`src/rtl/frame_seq_pkg.sv`:
```
// Shared types for the call/return frame sequencer.
// Assumes a single-issue requester that waits for done between requests.
package frame_seq_pkg;

    typedef enum logic [2:0] {
        ST_IDLE    = 3'd0,
        ST_PUSH_RA = 3'd1,
        ST_PUSH_FP = 3'd2,
        ST_POP_FP  = 3'd3,
        ST_POP_PC  = 3'd4
    } seq_state_t;

    typedef enum logic {
        KIND_ABS = 1'b0,
        KIND_REG = 1'b1
    } call_kind_t;

endpackage

```
`src/rtl/frame_seq_fsm.sv`:
```
// Operation sequencer: walks the two memory accesses of a call or return.
// Assumes mem_ready is only meaningful while a request is outstanding.
module frame_seq_fsm
    import frame_seq_pkg::*;
(
    input  logic       clk,
    input  logic       rst_n,
    input  logic       call_req,
    input  logic       ret_req,
    input  logic       mem_ready,
    output seq_state_t state,
    output logic       step,
    output logic       call_start,
    output logic       ret_start,
    output logic       finish
);

    seq_state_t state_nx;

    // Request acceptance: only in idle, call has priority over return.
    always_comb begin
        call_start = (state == ST_IDLE) && call_req;
        ret_start  = (state == ST_IDLE) && ret_req && !call_req;
    end

    // An access completes when it is outstanding and memory is ready.
    always_comb begin
        step   = (state != ST_IDLE) && mem_ready;
        finish = step && ((state == ST_PUSH_FP) || (state == ST_POP_PC));
    end

    // Next-state selection.
    always_comb begin
        state_nx = state;
        unique case (state)
            ST_IDLE: begin
                if (call_start)     state_nx = ST_PUSH_RA;
                else if (ret_start) state_nx = ST_POP_FP;
            end
            ST_PUSH_RA: if (step) state_nx = ST_PUSH_FP;
            ST_PUSH_FP: if (step) state_nx = ST_IDLE;
            ST_POP_FP:  if (step) state_nx = ST_POP_PC;
            ST_POP_PC:  if (step) state_nx = ST_IDLE;
            default:    state_nx = ST_IDLE;
        endcase
    end

    // State register.
    always_ff @(posedge clk) begin
        if (!rst_n) state <= ST_IDLE;
        else        state <= state_nx;
    end

    // a busy sequencer stays busy until its final access completes.
    p_stay_busy_r9: assert property (@(posedge clk) disable iff (!rst_n)
        (state != ST_IDLE) && !finish |=> (state != ST_IDLE));

endmodule

```
`src/rtl/frame_seq_link.sv`:
```
// Return-address and target latch for calls.
// Assumes cur_pc, call_kind and call_target are valid in the accepting cycle.
module frame_seq_link
    import frame_seq_pkg::*;
#(
    parameter int W          = 32,
    parameter int SHORT_STEP = 2,
    parameter int LONG_STEP  = 6
) (
    input  logic         clk,
    input  logic         rst_n,
    input  logic         load,
    input  logic         kind,
    input  logic [W-1:0] pc,
    input  logic [W-1:0] target,
    output logic [W-1:0] ret_addr,
    output logic [W-1:0] jump_addr
);

    localparam logic [W-1:0] SHORT_OFS = W'(SHORT_STEP);
    localparam logic [W-1:0] LONG_OFS  = W'(LONG_STEP);

    logic [W-1:0] step_ofs;

    // Instruction length selects how far past the call the caller resumes.
    always_comb step_ofs = (call_kind_t'(kind) == KIND_REG) ? SHORT_OFS : LONG_OFS;

    // Capture return address and destination when a call is accepted.
    always_ff @(posedge clk) begin
        if (!rst_n) begin
            ret_addr  <= '0;
            jump_addr <= '0;
        end else if (load) begin
            ret_addr  <= pc + step_ofs;
            jump_addr <= target;
        end
    end

endmodule

```
`src/rtl/frame_seq_ptrs.sv`:
```
// Stack and frame pointer registers with the access-address generator.
// Assumes step is only asserted in a memory state of the sequencer.
module frame_seq_ptrs
    import frame_seq_pkg::*;
#(
    parameter int            W       = 32,
    parameter logic [W-1:0]  SP_INIT = 32'h0000_0100,
    parameter logic [W-1:0]  FP_INIT = 32'h0000_0100,
    parameter int            RA_GAP  = 8,
    parameter int            FP_GAP  = 4
) (
    input  logic         clk,
    input  logic         rst_n,
    input  seq_state_t   state,
    input  logic         step,
    input  logic         ret_start,
    input  logic [W-1:0] rdata,
    output logic [W-1:0] sp,
    output logic [W-1:0] fp,
    output logic [W-1:0] acc_addr
);

    localparam logic [W-1:0] RA_OFS = W'(RA_GAP);
    localparam logic [W-1:0] FP_OFS = W'(FP_GAP);

    // Address of the current access, taken from the pointer before update.
    always_comb begin
        unique case (state)
            ST_PUSH_RA: acc_addr = sp - RA_OFS;
            ST_PUSH_FP: acc_addr = sp - FP_OFS;
            default:    acc_addr = sp;
        endcase
    end

    // Pointer updates as each access completes.
    always_ff @(posedge clk) begin
        if (!rst_n) begin
            sp <= SP_INIT;
            fp <= FP_INIT;
        end else if (ret_start) begin
            sp <= fp;
        end else if (step) begin
            unique case (state)
                ST_PUSH_RA: sp <= sp - RA_OFS;
                ST_PUSH_FP: begin
                    sp <= sp - FP_OFS;
                    fp <= sp - FP_OFS;
                end
                ST_POP_FP: begin
                    fp <= rdata;
                    sp <= sp + FP_OFS;
                end
                ST_POP_PC: sp <= sp + RA_OFS;
                default: ;
            endcase
        end
    end

    // after the frame-pointer push the two pointers coincide.
    p_frame_link_r3: assert property (@(posedge clk) disable iff (!rst_n)
        (state == ST_PUSH_FP) && step |=> (fp == sp));

    // a return begins by moving the frame pointer into the stack pointer.
    p_unwind_r6: assert property (@(posedge clk) disable iff (!rst_n)
        ret_start |=> (sp == $past(fp)));

endmodule

```
`src/rtl/frame_seq.sv`:
```
// Call/return stack frame sequencer top.
// Pushes or pops a two-word frame over a request/ready word memory port.
// Assumes the requester holds off new requests until done.
module frame_seq
    import frame_seq_pkg::*;
#(
    parameter int            W       = 32,
    parameter logic [W-1:0]  SP_INIT = 32'h0000_0100,
    parameter logic [W-1:0]  FP_INIT = 32'h0000_0100
) (
    input  logic         clk,
    input  logic         rst_n,
    input  logic         call_req,
    input  logic         ret_req,
    input  logic         call_kind,
    input  logic [W-1:0] cur_pc,
    input  logic [W-1:0] call_target,
    output logic         mem_req,
    output logic         mem_we,
    output logic [W-1:0] mem_addr,
    output logic [W-1:0] mem_wdata,
    input  logic [W-1:0] mem_rdata,
    input  logic         mem_ready,
    output logic [W-1:0] next_pc,
    output logic         done,
    output logic [W-1:0] stack_ptr,
    output logic [W-1:0] frame_ptr
);

    seq_state_t   state;
    logic         step, call_start, ret_start, finish;
    logic [W-1:0] ret_addr, jump_addr;

    frame_seq_fsm u_fsm (
        .clk        (clk),
        .rst_n      (rst_n),
        .call_req   (call_req),
        .ret_req    (ret_req),
        .mem_ready  (mem_ready),
        .state      (state),
        .step       (step),
        .call_start (call_start),
        .ret_start  (ret_start),
        .finish     (finish)
    );

    frame_seq_link #(.W(W)) u_link (
        .clk       (clk),
        .rst_n     (rst_n),
        .load      (call_start),
        .kind      (call_kind),
        .pc        (cur_pc),
        .target    (call_target),
        .ret_addr  (ret_addr),
        .jump_addr (jump_addr)
    );

    frame_seq_ptrs #(.W(W), .SP_INIT(SP_INIT), .FP_INIT(FP_INIT)) u_ptrs (
        .clk       (clk),
        .rst_n     (rst_n),
        .state     (state),
        .step      (step),
        .ret_start (ret_start),
        .rdata     (mem_rdata),
        .sp        (stack_ptr),
        .fp        (frame_ptr),
        .acc_addr  (mem_addr)
    );

    // Memory request, direction and write data follow the current state.
    always_comb begin
        mem_req   = (state != ST_IDLE);
        mem_we    = (state == ST_PUSH_RA) || (state == ST_PUSH_FP);
        mem_wdata = (state == ST_PUSH_RA) ? ret_addr : frame_ptr;
    end

    // Next PC and completion pulse, registered on the final access.
    always_ff @(posedge clk) begin
        if (!rst_n) begin
            next_pc <= '0;
            done    <= 1'b0;
        end else begin
            done <= finish;
            if (finish) next_pc <= (state == ST_PUSH_FP) ? jump_addr : mem_rdata;
        end
    end

    // an unanswered request keeps its address, direction and data.
    p_hold_req_r8: assert property (@(posedge clk) disable iff (!rst_n)
        mem_req && !mem_ready |=> mem_req && $stable(mem_addr) && $stable(mem_we)
                                  && $stable(mem_wdata));

    // the completion pulse never lasts two cycles.
    p_done_pulse_r10: assert property (@(posedge clk) disable iff (!rst_n)
        done |=> !done);

    // completion leaves the port idle.
    p_done_idle_r5: assert property (@(posedge clk) disable iff (!rst_n)
        done |-> !mem_req);

    // the first access of a call is a write below the stack pointer.
    p_push_dir_r2: assert property (@(posedge clk) disable iff (!rst_n)
        $rose(mem_req) && mem_we |-> (mem_addr == stack_ptr - 32'd8));

endmodule

```
`config.mk`:
```
export PLATFORM = sky130hd
export DESIGN_NAME = frame_seq
export DESIGN_NICKNAME = d
export VERILOG_FILES = /design/src/rtl/frame_seq_pkg.sv /design/src/rtl/frame_seq_fsm.sv /design/src/rtl/frame_seq_link.sv /design/src/rtl/frame_seq_ptrs.sv /design/src/rtl/frame_seq.sv
export SDC_FILE = /design/constraint.sdc
export NUM_CORES = 1
export LEC_CHECK = 0
export ABC_AREA = 1
export BUFFER_PORTS_ARGS = -buffer_cell sky130_fd_sc_hd__clkbuf_2
export CORE_MARGIN = 5
export CORE_UTILIZATION = 55
export DETAILED_ROUTE_END_ITERATION = 12
export PLACE_DENSITY_LB_ADDON = 0.25
export SLEW_MARGIN = 20
export SYNTH_ARGS = -nofsm -noshare
export SYNTH_HDL_FRONTEND = slang
export SYNTH_SLANG_ARGS = --single-unit
```
`constraint.sdc`:
```
create_clock -name clk -period 4.2 [get_ports clk]
set_input_delay 0.21 -clock clk [delete_from_list [all_inputs] [get_ports clk]]
set_output_delay 0.21 -clock clk [all_outputs]
set_load 0.02 [all_outputs]
```
==> Yosys cells after proc, flatten, opt, wreduce, memory -nomap -nowiden <==
Cells that the tools add are included.
{ "totals": {"register_bits": 164, "inputBits": 102, "out_inout_bits": 163, "wordCells": 52} }
{ "op_classes": {"addsub": 5, "n_eq_ne": 8, "mux": 14, "n_bitwise": 1, "reduce_logical": 17} }
{ "op_table": {"columns": ["op", "n"], "rows": [
  ["$mux W32", 4],
  ["$pmux W32 S2", 2],
  ["$pmux W32 S4", 1],
  ["$add A32 B3 Y32 const B", 1],
  ["$add A32 B32 Y32", 1],
  ["$add A32 B4 Y32 const B", 1],
  ["$sub A32 B3 Y32 const B", 1],
  ["$sub A32 B4 Y32 const B", 1],
  ["$mux W3", 6],
  ["$pmux W3 S4", 1],
  ["$eq A3 B2 Y1 const B", 2],
  ["$logic_and A1 B1 Y1", 5],
  ["$reduce_bool A5 Y1", 1],
  ["$ne A2 B2 Y1 const B", 2],
  ["$reduce_and A4 Y1", 1],
  ["$reduce_bool A2 Y1", 2],
  ["$eq A3 B1 Y1 const B", 1],
  ["$eq A3 B3 Y1 const B", 1],
  ["$logic_not A3 Y1", 1],
  ["$ne A3 B3 Y1 const B", 1],
  ["$reduce_and A3 Y1", 1],
  ["$reduce_bool A3 Y1", 1],
  ["$logic_or A1 B1 Y1", 2],
  ["$ne A2 B1 Y1 const B", 1],
  ["other kinds (4)", 4]
]} }

==> Longest topological paths before layout <==
Gate-level depths: netlist (run 1).
{ "logic_depth": {"depth_word": 6, "ltp_mapped": 15} }

==> Modules after synthesis <==
From an unflattened synthesis (run 1), not the netlist that was laid out.
{ "unflattened": {"hier_cells": 2072, "hier_area_um2": 12201.7} }
{ "modules_own_cells": {"columns": ["mod", "instances", "cells_per_inst", "area_each_um2", "seq_area_each_um2"], "rows": [
  ["frame_seq_ptrs", 1, 1146, 6590.1, 1281.2],
  ["frame_seq_link", 1, 498, 3163.0, 1281.2],
  ["frame_seq", 1, 396, 2243.4, 660.6],
  ["frame_seq_fsm", 1, 32, 205.2, 60.1]
]} }

==> Worst setup path before layout (run 1) <==
OpenSTA, ideal clock, no wires.
{ "synth_timing": {"path_kind": "reg-to-output", "from": "reg u_ptrs.sp[3]", "to": "out mem_addr[15]", "arrival_time_ns": 2.076, "setup_slack_ns": 1.914, "stages_incl_launch_ff": 11, "path_cell_list": "dfxtp_1 > inv_1 > ha_1 > inv_1 > nor2_4 > nand2_1 > nor2_2 > nand2_1 > xor2_1 > or2_2 > o211ai_1"} }
{ "synth_between": {"elab_chain_cells": 2, "word_cells_on_any_way": 3, "cone_classes": "add/sub (2); mux (1)"} }
{ "synth_lines": {"columns": ["element", "line", "source"], "rows": [
  ["start: declaration", "frame_seq_ptrs.sv:18", "output logic [W-1:0] sp,"],
  ["start signal: assignment", "frame_seq_ptrs.sv:41", "sp <= fp;"],
  ["start signal: assignment", "frame_seq_ptrs.sv:44", "ST_PUSH_RA: sp <= sp - RA_OFS;"],
  ["start signal: assignment", "frame_seq_ptrs.sv:46", "sp <= sp - FP_OFS;"],
  ["$sub A32 B3 Y32 / $sub A32 B4 Y32 (equally long branches)", "frame_seq_ptrs.sv:30, frame_seq_ptrs.sv:29", null],
  ["$pmux W32 S2 *", "frame_seq_ptrs.sv:28", "unique case (state)"],
  ["end: declaration", "frame_seq.sv:20", "output logic [W-1:0] mem_addr,"]
]} }
Mark *: on every way between the ends. The rest lies on a longest branch, timed or not.

==> Final worst setup path (run 1) <==
Same ends and word-level chain as after synthesis.

==> results of run 1 <==
-- final timing paths --
kind                      startpoint                 end
hold / removal             cur_pc[1]  u_link.ret_addr[1]
setup reg to reg      u_fsm.state[2]       u_ptrs.sp[23]
hold reg to reg   u_link.ret_addr[0]  u_link.ret_addr[0]
setup / recovery        u_ptrs.sp[3]        mem_addr[15]
-- area by class of cell --
cell class | count | share of cell area, %
Multi-Input combinational cell | 1401 | 51.4
Sequential cell | 164 | 24.5
Timing Repair Buffer | 299 | 12.2
Inverter | 171 | 4.82
Clock buffer | 17 | 3.17
Tap cell | 270 | 2.52
Clock inverter | 15 | 1.48
-- kinds of logic (layout without fill, tap and decap cells) --
group                      Yosys count  count (layout)  synth area share [%]
AOI/OAI and AO/OA                  444             444                  22.2
xor gates and xnor gates            51              51                  3.93
adders and majority gates            6               6                 0.727
buffers and inverters              285             502                  10.6
DFF                                164             164                  28.9
and+or+nand+nor                    900             900                  33.6
-- cells in the mapped netlist, types with 2 or more instances --
cell        n  area (um^2)
buf_4      15          113
inv_1     161          604
o211ai_1   32          240
nor2_1    145          544
buf_1       5         18.8
buf_2      48          240
clkbuf_1   45          169
nor2_2     17          106
nor3_1     21          105
inv_4       2         12.5
a31oi_1    35          219
nand2_4     5         56.3
o21a_1      2         15.0
a21oi_1   135          676
ha_1        5         62.6
or2_2      10         62.6
nand2_1   546         2050
xnor2_1     7         61.3
o221ai_1   15          131
nand4_1    22          138
o31ai_1     2         15.0
nor2_4      3         33.8
o21bai_1    8         60.1
o22ai_1    17          106
nor2_8      3         60.1
dfxtp_1   164         3280
xor2_1     44          385
nand3_1   121          606
a22oi_1    10         75.1
o21ai_1     7         35.0
inv_2       7         26.3
o21ai_0   173          866
and2_1      2         12.5
-- layer usage --
metal	vias up	GRT usage, %	wire length (um)
met5	-	0	0
met4	0	19.4	2850
met3	206	11.6	6930
met2	1149	63.1	21900
met1	6521	51.7	18500
li1	6538	-	-
-- through the flow --
step,std cells,worst slack (ns),area [um^2],util (%)
CTS,2336,0.765,13400,66.1
floorplan,1850,1.91,11400,-
finish,2337,0.640,13400,66.1
detailed placement,2283,1.25,12600,62.0
global route,2337,0.566,13400,66.1
global placement,2283,1.23,12600,62.0
-- critical path, delay by kind of cell, from the launching register on --
family	cells	cell delay (ns)
AOI/OAI and AO/OA	1	0.09
xor gates and xnor gates	1	0.25
adders and majority gates	1	0.31
buffers and inverters	3	0.61
DFF	1	0.46
and+or+nand+nor	5	1.18
-- sequential cells by signal, summed over array words and instances, names as in the netlist --
signal	cells
u_ptrs.fp	32
u_fsm.state	3
u_ptrs.sp	32
next_pc	32
u_link.jump_addr	32
u_link.ret_addr	32
done	1
-- repair_timing --
| item | CTS | global route |
|---|---|---|
| hold buffers | 21 | 1 |
| endpoints found under the hold margin | 21 | 1 |
| resized for setup | 0 | 0 |
-- power by group through the flow --
stage	Sequential, uW	Combinational, uW	Clock [uW]
4_1_cts	2420	5170	1650
5_1_grt	2480	5710	1730
3_5_place_dp	2450	5110	0
2_1_floorplan	2390	3480	0
3_3_place_gp	2450	5080	0
6_report	2460	5340	1660
==> summary.md, run 1 <==
| Metric | Value |
|---|---|
| Syn Std Cell Area | 0.0114 mm^2 |
| Initial core utilization | 55.9% |
| CP Capture Type | output pin |
| CTS H-tree depth | 4 |
| Crit path max fanout | 9 |
| Worst r2r path cells | 8 |
| Comb pwr share | 56.5% |
| Wire per inst | 21.5 um |
| Ports | 265 |
| GRT overflow | 0 |
| Worst VDD drop | 353 uV |
| # nets final | 2162 |
| Port bufs | 264 |
| Die Area | 0.0236 mm^2 |
| Post-CTS Setup Bufs | 0 |
| Post-Syn Instances | 1850 |
| Vias | 14414 |
| Total CTS buffers | 17 |
| Switching Share | 55.6% |
| GPL Wtd Cong | 1.05 |
| Cells along the critical path | inv_1 -> ha_1 -> inv_1 -> nor2_4 -> nand2_1 -> nor2_2 -> nand2_1 -> xor2_1 -> or2_2 -> o211ai_1 -> clkbuf_2 |
| Hold Worst Slack | 0.00650 ns |
| Setup violations, final | 0 |
| Number of flops mapped to enable cells by yosys | 0 |
| Final period util | 84.8% |
| Worst path max stage delay | 0.46 ns |
| Row cnt | 52 |
| Synth cell types | 49 |
| NetSw | 5260 uW |
| Antenna Violating Nets Remaining | 0 |
| P_int | 4190 uW |
| FF-to-FF setup slack | 1.10 ns |
| Initial DRC Count | 2037 |
| Residual DRC | 0 |
| Die outline height | 154 um |
| Vias in the first global route | 13186 |
| Leakage | 0.00628 uW |
| CTS max path bufs | 2 |
| Cell Pwr Density | 704 mW/mm^2 |
| Skew-Pair Late Insertion Delay | 0.45 ns |
| Main synth FF type | dfxtp_1 |
| P&R area growth vs syn | 18.2% |
| Clk pwr share | 17.6% |
| Most frequent cells in the layout | nand2_1 (545), clkbuf_2 (264), o21ai_0 (173) |
| Pre-Repair DR Iteration Count | 8 |
| Hold path cells | 2 |
| Max frequency | 0.281 GHz |
| Clk slew on worst S/H paths | 0.08 ns |
| Tmin final | 3.56 ns |
| TritonCTS clock tree | yes |
| Root Buffer | clkbuf_16 |
| Slew margin rel. | 22.4% |
| Multi-input gate area | 0.00690 mm^2 |
| #FFs+latches synth | 164 |
| Register area share after synthesis | 28.9% |
| Total power | 9450 uW |
| Outcome | finished, final reports clean |
| Share of cells above drive strength 1 | 17.7% |
| Sink Count | 164 |
| Fin. Hold Viols | 0 |
| Commonest non-fill, non-tap cell in the layout | nand2_1 |
| Avg Cell Area, Syn | 6.14 um^2 |
| Initial antenna violation count | 0 |
| Via density | 6.17 |
| Fill cells | 1885 |
| Ys Warns | 0 |
| CP arrival | 3.35 ns |
| FF+latch area | 0.00328 mm^2 |
| Max-cap violations | 0 |
| Unrepaired setup endpoints after global routing | false |
| Slowest CP cell | dfxtp_1 |
| Final WL | 50200 um |
| Syn_nets | 1958 |
| Setup TNS | 0 ns |
| Gr usage total | 40.5% |
| Die X | 154 um |
| Flop pwr share | 26.0% |
| Max Slew Vio Count | 0 |
| Slew at the pin closest to its max-slew limit | 1.16 ns |
| Worst setup path class | register to output pin |
| First-pass GRT wire length | 75500 um |
| Asr flop ratio synth | 0% |
| CP required | 3.99 ns |
| Core Area | 0.0203 mm^2 |
| Detail Placement HPWL | 36400 um |
| Hold Crit Class | input pin to register |
| Startpoint types | register |
| Largest net degree at the start of global routing | 64 |
| Final Skew | 0.0181 ns |
| N_diodes | 0 |
Power figures use the tool's default switching activity.
==> run 2: changes to the inputs <==
- clock period: 4.2 -> 3.4 ns (I/O delays scaled with it)
==> summary.md, run 2 (synthesis results as in run 1) <==
| Metric | Value |
|---|---|
| GRT overflow | 0 |
| Vias | 14648 |
| Gr usage total | 41.7% |
| Worst Setup SP | u_ptrs.sp[3] |
| Antenna Violating Nets Remaining | 0 |
| Final WL | 51800 um |
| Hold Crit Class | input pin to register |
| Max-cap violations | 0 |
| M1 GR Usage | 52.2% |
| Worst r2r path cells | 11 |
| GPL Wtd Cong | 1.04 |
| Initial core utilization | 55.9% |
| Share of cells above drive strength 1 | 17.9% |
| Critical path capture point | mem_addr[19] |
| Core Area | 0.0203 mm^2 |
| Cell Pwr Density | 871 mW/mm^2 |
| Die X | 154 um |
| Hold Worst Slack | 0.000386 ns |
| Met2 Track Usage GR | 63.9% |
| Hold path cells | 3 |
| Worst setup path class | register to output pin |
| Tmin final | 3.16 ns |
| Placement Setup Slack | 0.789 ns |
| CTS H-tree depth | 4 |
| Final Skew | 0.0201 ns |
| Most frequent cells in the layout | nand2_1 (545), clkbuf_2 (264), o21ai_0 (173) |
| Wire per inst | 22.0 um |
| Total CTS buffers | 17 |
| Outcome | finished, final reports clean |
| CP Capture Type | output pin |
| Final period util | 93.1% |
| Initial DRC Count | 1928 |
| Clk slew on worst S/H paths | 0.07 ns |
| First-pass GRT wire length | 77500 um |
| Startpoint types | register |
| Setup TNS | 0 ns |
| Met3 usage | 12.6% |
| Root Buffer | clkbuf_16 |
| Commonest non-fill, non-tap cell in the layout | nand2_1 |
| Via density | 6.21 |
| Skew-Pair Late Insertion Delay | 0.45 ns |
| CTS max path bufs | 2 |
| Reg2reg end | u_ptrs.sp[19] |
| TritonCTS clock tree | yes |
| FF-to-FF setup slack | 0.78 ns |
| Fin. Hold Viols | 0 |
| Leakage | 0.00637 uW |
| Setup violations, final | 0 |
| Die outline height | 154 um |
| Pre-Repair DR Iteration Count | 6 |
| Crit path max fanout | 9 |
| Slew at the pin closest to its max-slew limit | 0.931 ns |
| Detail Placement HPWL | 37300 um |
| Port bufs | 264 |
| Row cnt | 52 |
| Sink Count | 164 |
| # nets final | 2181 |
| Vias in the first global route | 13671 |
| Worst VDD drop | 420 uV |
| Largest net degree at the start of global routing | 66 |
| Max frequency | 0.316 GHz |
| CP required | 3.23 ns |
| Die Area | 0.0236 mm^2 |
| Ports | 265 |
| Unrepaired setup endpoints after global routing | false |
| GR peak layer | met2 |
| Slew margin rel. | 37.9% |
| CP arrival | 2.99 ns |
| Final Worst Setup Slack | 0.235 ns |
| P&R area growth vs syn | 19.9% |
| Max Slew Vio Count | 0 |
| R2r startpoint | u_ptrs.sp[3] |
| Residual DRC | 0 |
| Initial antenna violation count | 3 |
[run 2: changes by cell type in the layout (fill, tap and decap cells not counted)]
cell and delta:
buf_4 +8, diode_2 +3, buf_12 +1, inv_6 +1, dlygate4sd3_1 +10, clkinv_4 -1, inv_1 +1, clkinv_1 -1
[run 2: final cells by class]
class	count	area, um^2
sequential	164	3280
clock buffer	17	425
tap	270	338
timing repair buffer	318	1820
clock inverter	15	199
inverter	171	647
multi-input combinational	1401	6900
antenna	3	7.51
fill	1806	6690
[run 2: power breakdown]
part	switching (uW)	internal [uW]
Clock	1040	1010
Sequential	638	2370
Combinational	4930	1860
[run 2: routing by layer]
layer  vias up  share of wire (%)
met5         -                  0
met4         0                6.6
met3       238                 14
met2      1216                 43
met1      6632                 36
li1       6562                  -
[run 2: timing repair]
| action | CTS | global route |
|---|---|---|
| hold buffers | 32 | 0 |
| buffers inserted | 0 | 0 |
| gates resized for setup | 0 | 0 |
| hold endpoints to repair | 32 | 0 |
[run 2: worst min-delay path by stage]
stage                               start                   end
after floorplan                 cur_pc[1]    u_link.ret_addr[1]
after global placement     call_target[3]   u_link.jump_addr[3]
after detailed placement  call_target[21]  u_link.jump_addr[21]
after CTS                 call_target[26]  u_link.jump_addr[26]
after global routing        mem_rdata[13]           next_pc[13]
final                     call_target[26]  u_link.jump_addr[26]
[run 2: critical path: stages (launching register included)]
cell and delay [ns]:
dfxtp_1 0.43, inv_1 0.24, ha_1 0.30, nand2_1 0.18, nor2_1 0.32, nand2_1 0.21
inv_1 0.14, nand3_1 0.08, nand2_1 0.19, nand2_1 0.11, o211ai_1 0.14, clkbuf_2 0.20
[run 2: metrics by stage]
step / cell area [um^2] / util (%) / total power [uW] / instances
after detailed placement: 12700 / 62.4 / 9470 / 2292
final: 13600 / 67.1 / 11900 / 2359
after floorplan: 11400 / - / 7240 / 1850
after CTS: 13600 / 67.0 / 11500 / 2356
after global placement: 12700 / 62.4 / 9420 / 2292
after global routing: 13600 / 67.0 / 12400 / 2356
